File: config.mk
export PLATFORM = sky130hd
export DESIGN_NAME = mosi_line_ctrl
export DESIGN_NICKNAME = d
export VERILOG_FILES = /design/src/rtl/mosi_line_pkg.sv /design/src/rtl/mlc_snoop_dec.sv /design/src/rtl/mlc_record.sv /design/src/rtl/mlc_perm.sv /design/src/rtl/mosi_line_ctrl.sv
export SDC_FILE = /design/constraint.sdc
export NUM_CORES = 1
export LEC_CHECK = 0
export BUFFER_PORTS_ARGS = -buffer_cell sky130_fd_sc_hd__buf_4
export CAP_MARGIN = 20
export CORE_MARGIN = 3
export CORE_UTILIZATION = 52
export CTS_CLUSTER_SIZE = 20
export DETAILED_ROUTE_END_ITERATION = 10
export PLACE_DENSITY = 0.86
export SYNTH_ARGS = -nofsm -noshare
export SYNTH_HDL_FRONTEND = slang
export SYNTH_HIERARCHICAL = 1
export SYNTH_SLANG_ARGS = --single-unit
File: constraint.sdc
create_clock -name clk -period 5.55 [get_ports clk]
set_clock_uncertainty 0.05 [all_clocks]
set_input_delay 1.665 -clock clk [delete_from_list [all_inputs] [get_ports clk]]
set_output_delay 1.665 -clock clk [all_outputs]
set_load 0.03 [all_outputs]
File: src/rtl/mosi_line_pkg.sv
package mosi_line_pkg;

  typedef enum logic [4:0] {
    LS_NP, LS_I, LS_S, LS_O, LS_M,
    W_RD_BOTH, W_WR_BOTH, W_UP_BOTH, W_OWN_ORD,
    W_RD_ORD, W_WR_ORD, W_UP_ORD,
    WB_MOD, WB_OWN, WB_LOST,
    W_RD_DAT, W_RD_DAT_INV,
    W_WR_DAT, W_WR_DAT_SH, W_WR_DAT_INV, W_WR_DAT_SHINV,
    W_UP_DAT, W_UP_DAT_SH
  } lstate_t;

  typedef enum logic [2:0] {
    OP_LOAD = 3'd0, OP_FETCH = 3'd1, OP_STORE = 3'd2,
    OP_LOAD_PF = 3'd3, OP_STORE_PF = 3'd4, OP_EVICT = 3'd5
  } pop_t;

  typedef enum logic [1:0] {
    PM_NONE = 2'd0, PM_RO = 2'd1, PM_RW = 2'd2, PM_BUSY = 2'd3
  } perm_t;

endpackage

File: src/rtl/mlc_snoop_dec.sv
module mlc_snoop_dec #(
  parameter int ID_W  = 2,
  parameter int MY_ID = 0
) (
  input  logic            valid,
  input  logic [1:0]      kind,
  input  logic [ID_W-1:0] id,
  output logic            own_rd,
  output logic            own_rx,
  output logic            own_wb,
  output logic            oth_rd,
  output logic            oth_rx
);
  logic mine;
  assign mine   = (id == ID_W'(MY_ID));
  assign own_rd = valid &&  mine && (kind == 2'd0 || kind == 2'd1);
  assign own_rx = valid &&  mine && (kind == 2'd2);
  assign own_wb = valid &&  mine && (kind == 2'd3);
  assign oth_rd = valid && !mine && (kind == 2'd0 || kind == 2'd1);
  assign oth_rx = valid && !mine && (kind == 2'd2);
endmodule

File: src/rtl/mlc_record.sv
module mlc_record #(
  parameter int N_NODES = 4,
  parameter int DATA_W  = 32,
  parameter int ID_W    = 2
) (
  input  logic              clk,
  input  logic              rst_n,
  input  logic              alloc,
  input  logic              alloc_pf,
  input  logic              free,
  input  logic              add_fwd,
  input  logic [ID_W-1:0]   add_id,
  input  logic              cap_en,
  input  logic [DATA_W-1:0] cap_data,
  output logic              act,
  output logic              pf,
  output logic [N_NODES-1:0] fwd,
  output logic [DATA_W-1:0] data
);
  always_ff @(posedge clk or negedge rst_n) begin
    if (!rst_n) begin
      act <= 1'b0;
      pf  <= 1'b0;
    end else if (free) begin
      act <= 1'b0;
      pf  <= 1'b0;
    end else if (alloc) begin
      act <= 1'b1;
      pf  <= alloc_pf;
    end
  end

  always_ff @(posedge clk or negedge rst_n) begin
    if (!rst_n)      data <= '0;
    else if (cap_en) data <= cap_data;
  end

  for (genvar i = 0; i < N_NODES; i++) begin : g_fwd
    always_ff @(posedge clk or negedge rst_n) begin
      if (!rst_n)                               fwd[i] <= 1'b0;
      else if (free || alloc)                   fwd[i] <= 1'b0;
      else if (add_fwd && add_id == ID_W'(i))   fwd[i] <= 1'b1;
    end
  end
endmodule

File: src/rtl/mlc_perm.sv
module mlc_perm
  import mosi_line_pkg::*;
(
  input  lstate_t st,
  output perm_t   pm
);
  always_comb begin
    case (st)
      LS_NP, LS_I, WB_MOD, WB_LOST: pm = PM_NONE;
      LS_S, LS_O:                   pm = PM_RO;
      LS_M:                         pm = PM_RW;
      default:                      pm = PM_BUSY;
    endcase
  end
endmodule

File: src/rtl/mosi_line_ctrl.sv
module mosi_line_ctrl
  import mosi_line_pkg::*;
#(
  parameter int N_NODES = 4,
  parameter int MY_ID   = 0,
  parameter int DATA_W  = 32,
  localparam int ID_W   = (N_NODES > 1) ? $clog2(N_NODES) : 1
) (
  input  logic               clk,
  input  logic               rst_n,
  input  logic               proc_valid,
  output logic               proc_ready,
  input  logic [2:0]         proc_op,
  input  logic               snp_valid,
  input  logic [1:0]         snp_type,
  input  logic [ID_W-1:0]    snp_id,
  input  logic               dat_valid,
  output logic               dat_ready,
  input  logic [DATA_W-1:0]  dat_data,
  input  logic [DATA_W-1:0]  arr_data,
  output logic               iss_rd,
  output logic               iss_ird,
  output logic               iss_rdx,
  output logic               iss_wb,
  output logic               send_valid,
  output logic [N_NODES-1:0] send_dest,
  output logic [DATA_W-1:0]  send_data,
  output logic               fill_valid,
  output logic [DATA_W-1:0]  fill_data,
  output logic               done_ld,
  output logic               done_st,
  output logic [1:0]         perm
);
  lstate_t st_q, st_d;
  pop_t    op;
  perm_t   pm;
  logic own_rd, own_rx, own_wb, oth_rd, oth_rx;
  logic rec_act, rec_pf;
  logic [N_NODES-1:0] rec_fwd;
  logic [DATA_W-1:0]  rec_data;
  logic alloc, alloc_pf, free, add_fwd, cap_en, cap_arr;
  logic hit_ld, hit_st, to_req, to_fwd, from_rec, fill_rec;
  logic stable, wb_wait, is_pf, is_rd, is_wr, p_go, d_go;

  assign op = pop_t'(proc_op);

  mlc_snoop_dec #(.ID_W(ID_W), .MY_ID(MY_ID)) u_dec (
    .valid(snp_valid), .kind(snp_type), .id(snp_id),
    .own_rd(own_rd), .own_rx(own_rx), .own_wb(own_wb),
    .oth_rd(oth_rd), .oth_rx(oth_rx));

  mlc_record #(.N_NODES(N_NODES), .DATA_W(DATA_W), .ID_W(ID_W)) u_rec (
    .clk(clk), .rst_n(rst_n), .alloc(alloc), .alloc_pf(alloc_pf), .free(free),
    .add_fwd(add_fwd), .add_id(snp_id), .cap_en(cap_en),
    .cap_data(cap_arr ? arr_data : dat_data),
    .act(rec_act), .pf(rec_pf), .fwd(rec_fwd), .data(rec_data));

  mlc_perm u_perm (.st(st_q), .pm(pm));
  assign perm = pm;

  assign stable  = (st_q == LS_NP) || (st_q == LS_I) || (st_q == LS_S) ||
                   (st_q == LS_O)  || (st_q == LS_M);
  assign wb_wait = (st_q == WB_MOD) || (st_q == WB_OWN) || (st_q == WB_LOST);
  assign is_pf   = (op == OP_LOAD_PF) || (op == OP_STORE_PF);
  assign is_rd   = (op == OP_LOAD) || (op == OP_FETCH) || (op == OP_LOAD_PF);
  assign is_wr   = (op == OP_STORE) || (op == OP_STORE_PF);

  assign dat_ready  = !snp_valid;
  assign proc_ready = !snp_valid && !dat_valid && (stable || (!wb_wait && is_pf));
  assign d_go       = dat_valid && !snp_valid;
  assign p_go       = proc_valid && proc_ready;

  always_comb begin
    st_d = st_q;
    {iss_rd, iss_ird, iss_rdx, iss_wb} = '0;
    {alloc, alloc_pf, free, add_fwd, cap_en, cap_arr} = '0;
    {hit_ld, hit_st, to_req, to_fwd, from_rec, fill_valid, fill_rec} = '0;
    if (snp_valid) begin
      case (st_q)
        LS_S: if (oth_rx) st_d = LS_I;
        LS_O: begin
          to_req = oth_rd || oth_rx;
          if (oth_rx) st_d = LS_I;
        end
        LS_M: begin
          to_req = oth_rd || oth_rx;
          if (oth_rd) st_d = LS_O;
          if (oth_rx) st_d = LS_I;
        end
        W_RD_BOTH: if (own_rd) st_d = W_RD_DAT;
        W_WR_BOTH: if (own_rx) st_d = W_WR_DAT;
        W_UP_BOTH: begin
          if (own_rx) st_d = W_UP_DAT;
          if (oth_rx) st_d = W_WR_BOTH;
        end
        W_OWN_ORD: begin
          to_req = oth_rd || oth_rx;
          if (oth_rx) st_d = W_WR_BOTH;
          if (own_rx) begin st_d = LS_M; hit_st = 1'b1; free = 1'b1; end
        end
        W_RD_ORD: if (own_rd) begin
          st_d = LS_S; fill_valid = 1'b1; fill_rec = 1'b1; hit_ld = 1'b1; free = 1'b1;
        end
        W_WR_ORD, W_UP_ORD: begin
          if (own_rx) begin
            st_d = LS_M; fill_valid = 1'b1; fill_rec = 1'b1; hit_st = 1'b1; free = 1'b1;
          end
          if (oth_rx && st_q == W_UP_ORD) st_d = W_WR_ORD;
        end
        WB_MOD, WB_OWN: begin
          to_req = oth_rd || oth_rx;
          from_rec = 1'b1;
          if (oth_rx) st_d = WB_LOST;
          if (own_wb) begin st_d = LS_I; free = 1'b1; end
        end
        WB_LOST: if (own_wb) begin st_d = LS_I; free = 1'b1; end
        W_RD_DAT: if (oth_rx) st_d = W_RD_DAT_INV;
        W_WR_DAT, W_UP_DAT, W_WR_DAT_SH, W_UP_DAT_SH: begin
          add_fwd = oth_rd || oth_rx;
          if (oth_rd && st_q == W_WR_DAT) st_d = W_WR_DAT_SH;
          if (oth_rd && st_q == W_UP_DAT) st_d = W_UP_DAT_SH;
          if (oth_rx) st_d = (st_q == W_WR_DAT || st_q == W_UP_DAT) ? W_WR_DAT_INV
                                                                    : W_WR_DAT_SHINV;
        end
        default: ;
      endcase
    end else if (d_go) begin
      case (st_q)
        W_RD_BOTH: begin cap_en = 1'b1; st_d = W_RD_ORD; end
        W_WR_BOTH, W_OWN_ORD: begin cap_en = 1'b1; st_d = W_WR_ORD; end
        W_UP_BOTH: begin cap_en = 1'b1; st_d = W_UP_ORD; end
        W_RD_DAT, W_RD_DAT_INV: begin
          fill_valid = 1'b1; hit_ld = 1'b1; free = 1'b1;
          st_d = (st_q == W_RD_DAT) ? LS_S : LS_I;
        end
        W_WR_DAT, W_UP_DAT: begin
          fill_valid = 1'b1; hit_st = 1'b1; free = 1'b1; st_d = LS_M;
        end
        W_WR_DAT_SH, W_UP_DAT_SH, W_WR_DAT_INV, W_WR_DAT_SHINV: begin
          fill_valid = 1'b1; hit_st = 1'b1; free = 1'b1; to_fwd = 1'b1;
          st_d = (st_q == W_WR_DAT_SH || st_q == W_UP_DAT_SH) ? LS_O : LS_I;
        end
        default: ;
      endcase
    end else if (p_go) begin
      case (st_q)
        LS_NP, LS_I: begin
          if (is_rd || is_wr) begin alloc = 1'b1; alloc_pf = is_pf; end
          if (is_rd) begin
            st_d = W_RD_BOTH;
            iss_ird = (op == OP_FETCH);
            iss_rd  = (op != OP_FETCH);
          end
          if (is_wr) begin st_d = W_WR_BOTH; iss_rdx = 1'b1; end
          if (op == OP_EVICT) st_d = LS_NP;
        end
        LS_S, LS_O, LS_M: begin
          hit_ld = (op == OP_LOAD) || (op == OP_FETCH);
          if (is_wr && st_q != LS_M) begin
            alloc = 1'b1; alloc_pf = is_pf; iss_rdx = 1'b1;
            st_d = (st_q == LS_O) ? W_OWN_ORD : (is_pf ? W_WR_BOTH : W_UP_BOTH);
          end
          if (op == OP_STORE && st_q == LS_M) hit_st = 1'b1;
          if (op == OP_EVICT) begin
            if (st_q == LS_S) st_d = LS_I;
            else begin
              alloc = 1'b1; cap_en = 1'b1; cap_arr = 1'b1; iss_wb = 1'b1;
              st_d = (st_q == LS_M) ? WB_MOD : WB_OWN;
            end
          end
        end
        default: ;
      endcase
    end
  end

  always_ff @(posedge clk or negedge rst_n) begin
    if (!rst_n) st_q <= LS_NP;
    else        st_q <= st_d;
  end

  assign done_ld    = hit_ld && !(rec_act && rec_pf);
  assign done_st    = hit_st && !(rec_act && rec_pf);
  assign send_valid = to_req || to_fwd;
  assign send_dest  = to_fwd ? rec_fwd : (to_req ? N_NODES'(1) << snp_id : '0);
  assign send_data  = to_fwd ? dat_data : (from_rec ? rec_data : arr_data);
  assign fill_data  = fill_rec ? rec_data : dat_data;
endmodule

==> key figures <==
Outcome
  • Run status: completed

Pwr
  • Combinational cell fraction of total power: between 50 and 60%
  • Net Switching: 0.8665 mW
  • Power Internal: ~1.2 mW
  • Peak supply drop: 0.0001925 V
  • Cell Pwr Density: between 300 and 400 nW/um^2
  • Power share of the sequential group: 30.6%
  • Proportion of power drawn by the clock network: between 10% and 20%
  • Leakage power figure: around 2.5 nW
  • Switching share of power: between 40 and 50%

Clocking
  • Cts hold-fix bufs: 0
  • Clock tree from TritonCTS: done
  • Setup bufs post-CTS: 0
  • H-Tree Depth: 2
  • Number of buffers on the longest clock path: 2
  • Worst-path clk slew: around 0.090 ns
  • Sink Count: 43
  • Clock insertion delay at the later pin of the skew report: between 0.3 and 0.4 ns
  • Buffer cell driving the clock tree root: clkbuf_8
  • Clock buffers created by TritonCTS: 5
  • Post-CTS Resized: 0

Setup path
  • Largest fanout on the critical path: 28
  • Data arrival, critical path: about 3.4 ns
  • Most common cell type on the critical path: buf_4
  • Crit path cell chain: buf_4 > inv_2 > nor4_4 > buf_4 > mux2i_1 > o21ai_0 > buf_4
  • Biggest cell delay along the critical path: 0.50 ns
  • Startpoint type of the worst setup path: input port
  • Required time at the worst-slack endpoint: approximately 3.8 ns
  • CP Buf/Inv Count: 4
  • Category of cells accounting for the largest share of critical-path delay: buffers and inverters
  • Highest-delay cell along the critical path: buf_4
  • Critical path class: in2out
  • Crit. End Element: output port

Timing
  • Tcrit/Tclk final: between 90% and 100%
  • Unrepaired setup endpoints after global routing: false
  • Setup-failing EPs final: 0
  • Total Negative Setup Slacks: 0 ns
  • Final Worst Setup Slack: around 0.43 ns
  • Fin. max-slew vios: 0
  • Final hold vios: 0
  • Worst hold margin: 0.4590 ns
  • FMAX: approximately 0.20 GHz
  • Post-route minimum period: just over 5 ns
  • Pin slew with the least headroom to its limit: roughly 0.61 ns
  • Slew HR: between 50% and 60%

Global routing
  • Vias in the first global route: 4544
  • Total gr overflow: 0
  • Initial antenna violation count: 0
  • Global-route wire length before repair: roughly 23 mm
  • Total routing resource utilization after global routing: 27.88%
  • Pin count of the biggest net entering global routing: between 60 and 70

Hold path
  • Hold crit path type: reg2reg

Synth
  • Synthesized instance count: between 500 and 600
  • Synth cell types: slightly below 70
  • Count of state elements after synthesis: between 40 and 50
  • Post-synth EDFFs: 0
  • Synth async-reset ratio: 100.0%
  • Post-synthesis sequential area ratio: a little under a quarter
  • Flip-flop cell with the highest count after synthesis: dfrtp_1
  • Synth Net Count: around 590
  • Avg Inst Size Synth: about 9 um^2
  • Number of warning messages in the yosys log: 6
  • Netlist Area Pre-Place: approximately 4600 um^2

Route
  • Iteration-0 DRC Markers: around 480
  • Post-detailed-route via-to-cell ratio: between 6 and 7
  • Count of TritonRoute iterations in the first routing pass: 5
  • Per-cell routed wire length: between 15 and 20 um
  • Final routed wirelength across all metal layers: approximately 15 mm
  • Number of vias in the routed layout: 4738
  • DRC violation count after routing: 0
  • Remaining number of nets flagged by the antenna check after routing: 0

Place
  • Final weighted congestion in routability-driven placement: 1.029
  • Number of buffers inserted by port buffering: approximately 160
  • Cell Area, Placed: around 5800 um^2
  • HPWL after DPL: about 11 mm
  • Pre-CTS worst setup slack: about 0.47 ns

Die
  • Row count: 33
  • Area of the core: about 8400 um^2
  • Number of placed I/O pins: approximately 160
  • Die X: around 100 um
  • Effective utilization at floorplan: a little under three fifths
  • Total die area: approximately 10000 um^2
  • Die Height: about 100 um

Final layout
  • Ant. Diodes: 0
  • Filler instances: approximately 630
  • Area growth from synthesis to layout: 28.81%
  • Nets@finish: 727
  • Fraction of final layout cells sized beyond drive strength 1: around 45%
  • Post-route cell area: 5981 um^2

Run
  • Max-Cap Viols: 0
-- state kept, by name (all words and copies together), names as in the netlist --
name / flops
st_q: 5
u_rec/pf: 1
u_rec/fwd: 4
u_rec/data: 32
u_rec/act: 1
-- cell usage after synthesis, types with 4 or more instances --
cell / count / area, um^2
nand2_1: 55 / 206.5
dfrtp_1: 43 / 1076
nor3b_1: 4 / 30.03
clkbuf_1: 16 / 60.06
a31oi_1: 5 / 31.28
mux2i_1: 34 / 340.3
o22ai_1: 4 / 25.02
a21oi_1: 13 / 65.06
a211oi_1: 5 / 37.54
mux2_2: 72 / 810.8
nor2_1: 28 / 105.1
buf_2: 15 / 75.07
nand3_1: 7 / 35.03
inv_1: 7 / 26.28
o21a_1: 5 / 37.54
or3_1: 4 / 25.02
nand2b_1: 14 / 87.58
o21ai_0: 52 / 260.3
mux2_4: 30 / 450.4
o32a_1: 4 / 40.04
nor3_1: 14 / 70.07
buf_4: 4 / 30.03
-- worst register-to-register path: cells and delay by family (launching register included) --
family | cells | cell delay [ns]
compound gates | 2 | 0.49
flops | 1 | 0.66
simple gates | 2 | 0.84
mux | 1 | 0.43
buf+inv | 3 | 1.29
-- placed cells by master, fill, tap and decap left out, types with 3 or more instances in the layout --
cell / Yosys / layout
mux2i_1: 34 / 34
and3_1: 3 / 3
o21ai_0: 52 / 52
nor2_1: 28 / 28
nand2b_1: 14 / 14
a211o_1: 3 / 3
a31o_2: 3 / 3
mux2_2: 72 / 72
or3_1: 4 / 4
mux2_4: 30 / 30
clkbuf_8: 0 / 5
buf_4: 4 / 170
o221ai_1: 3 / 3
nor3b_1: 4 / 4
nor4_1: 3 / 3
a211oi_1: 5 / 5
a21oi_1: 13 / 12
o32ai_1: 3 / 3
nor3_1: 14 / 14
o22ai_1: 4 / 4
inv_1: 7 / 7
and3b_1: 3 / 3
o21a_1: 5 / 5
nor2b_1: 3 / 3
o31ai_1: 3 / 3
nand2_1: 55 / 55
a31oi_1: 5 / 5
a22oi_1: 3 / 3
nand3_1: 7 / 7
o32a_1: 4 / 4
dfrtp_1: 43 / 43
-- metal layers --
layer | up-vias | GRT usage, % | part of all wire [%]
met2 | 270 | 45.46 | 48
met5 | - | 0 | 0
met4 | 0 | 11.19 | 3.6
met1 | 2231 | 35.79 | 39
met3 | 49 | 6.298 | 8.8
li1 | 2188 | - | -
-- area by class of cell --
class	count	area, um^2	area share, %
Timing Repair Buffer	171	1296	21.67
Tap cell	105	131.4	2.197
Inverter	9	33.78	0.5649
Clock buffer	5	68.82	1.151
Sequential cell	43	1076	17.99
Clock inverter	3	67.56	1.130
Multi-Input combinational cell	421	3307	55.29
-- power by group through the flow --
stage	sequential [mW]	clock (mW)	combinational, mW
after floorplan	0.532	0	0.844
after global placement	0.607	0	1.06
after detailed placement	0.613	0	1.08
after CTS	0.612	0.300	1.09
after global routing	0.638	0.309	1.18
final	0.618	0.300	1.10
-- cells by family (layout without fill, tap and decap cells) --
group                  after synthesis  count (layout)  synth area share (%)
AND/OR/NAND/NOR                    155             155                 17.06
multiplexers                       137             137                 34.73
AO/OA/AOI/OAI                      126             126                 18.16
buffers and inverters               52             188                 6.306
flip-flops                          43              43                 23.17
XOR/XNOR                             3               3                0.5660
-- metrics by stage --
stage / power [mW] / cells / util, %
2_1_floorplan: 1.376 / 516 / -
3_3_place_gp: 1.670 / 749 / 69.38
3_5_place_dp: 1.697 / 749 / 69.38
4_1_cts: 2.001 / 757 / 71.00
5_1_grt: 2.124 / 757 / 71.00
6_report: 2.019 / 757 / 71.00
-- final timing paths --
check	from	to	slack, ns	cells past startpoint
min reg2reg	u_rec/fwd[1]	u_rec/fwd[1]	0.46	1
max reg2reg	st_q[2]	u_rec/data[14]	1.68	8
max	snp_valid	send_data[20]	0.43	7
max in group asynchronous	rst_n	u_rec/data[7]	3.77	1
min	u_rec/fwd[1]	u_rec/fwd[1]	0.46	1
min in group asynchronous	rst_n	u_rec/data[16]	1.28	1
Power figures use the tool's default switching activity.
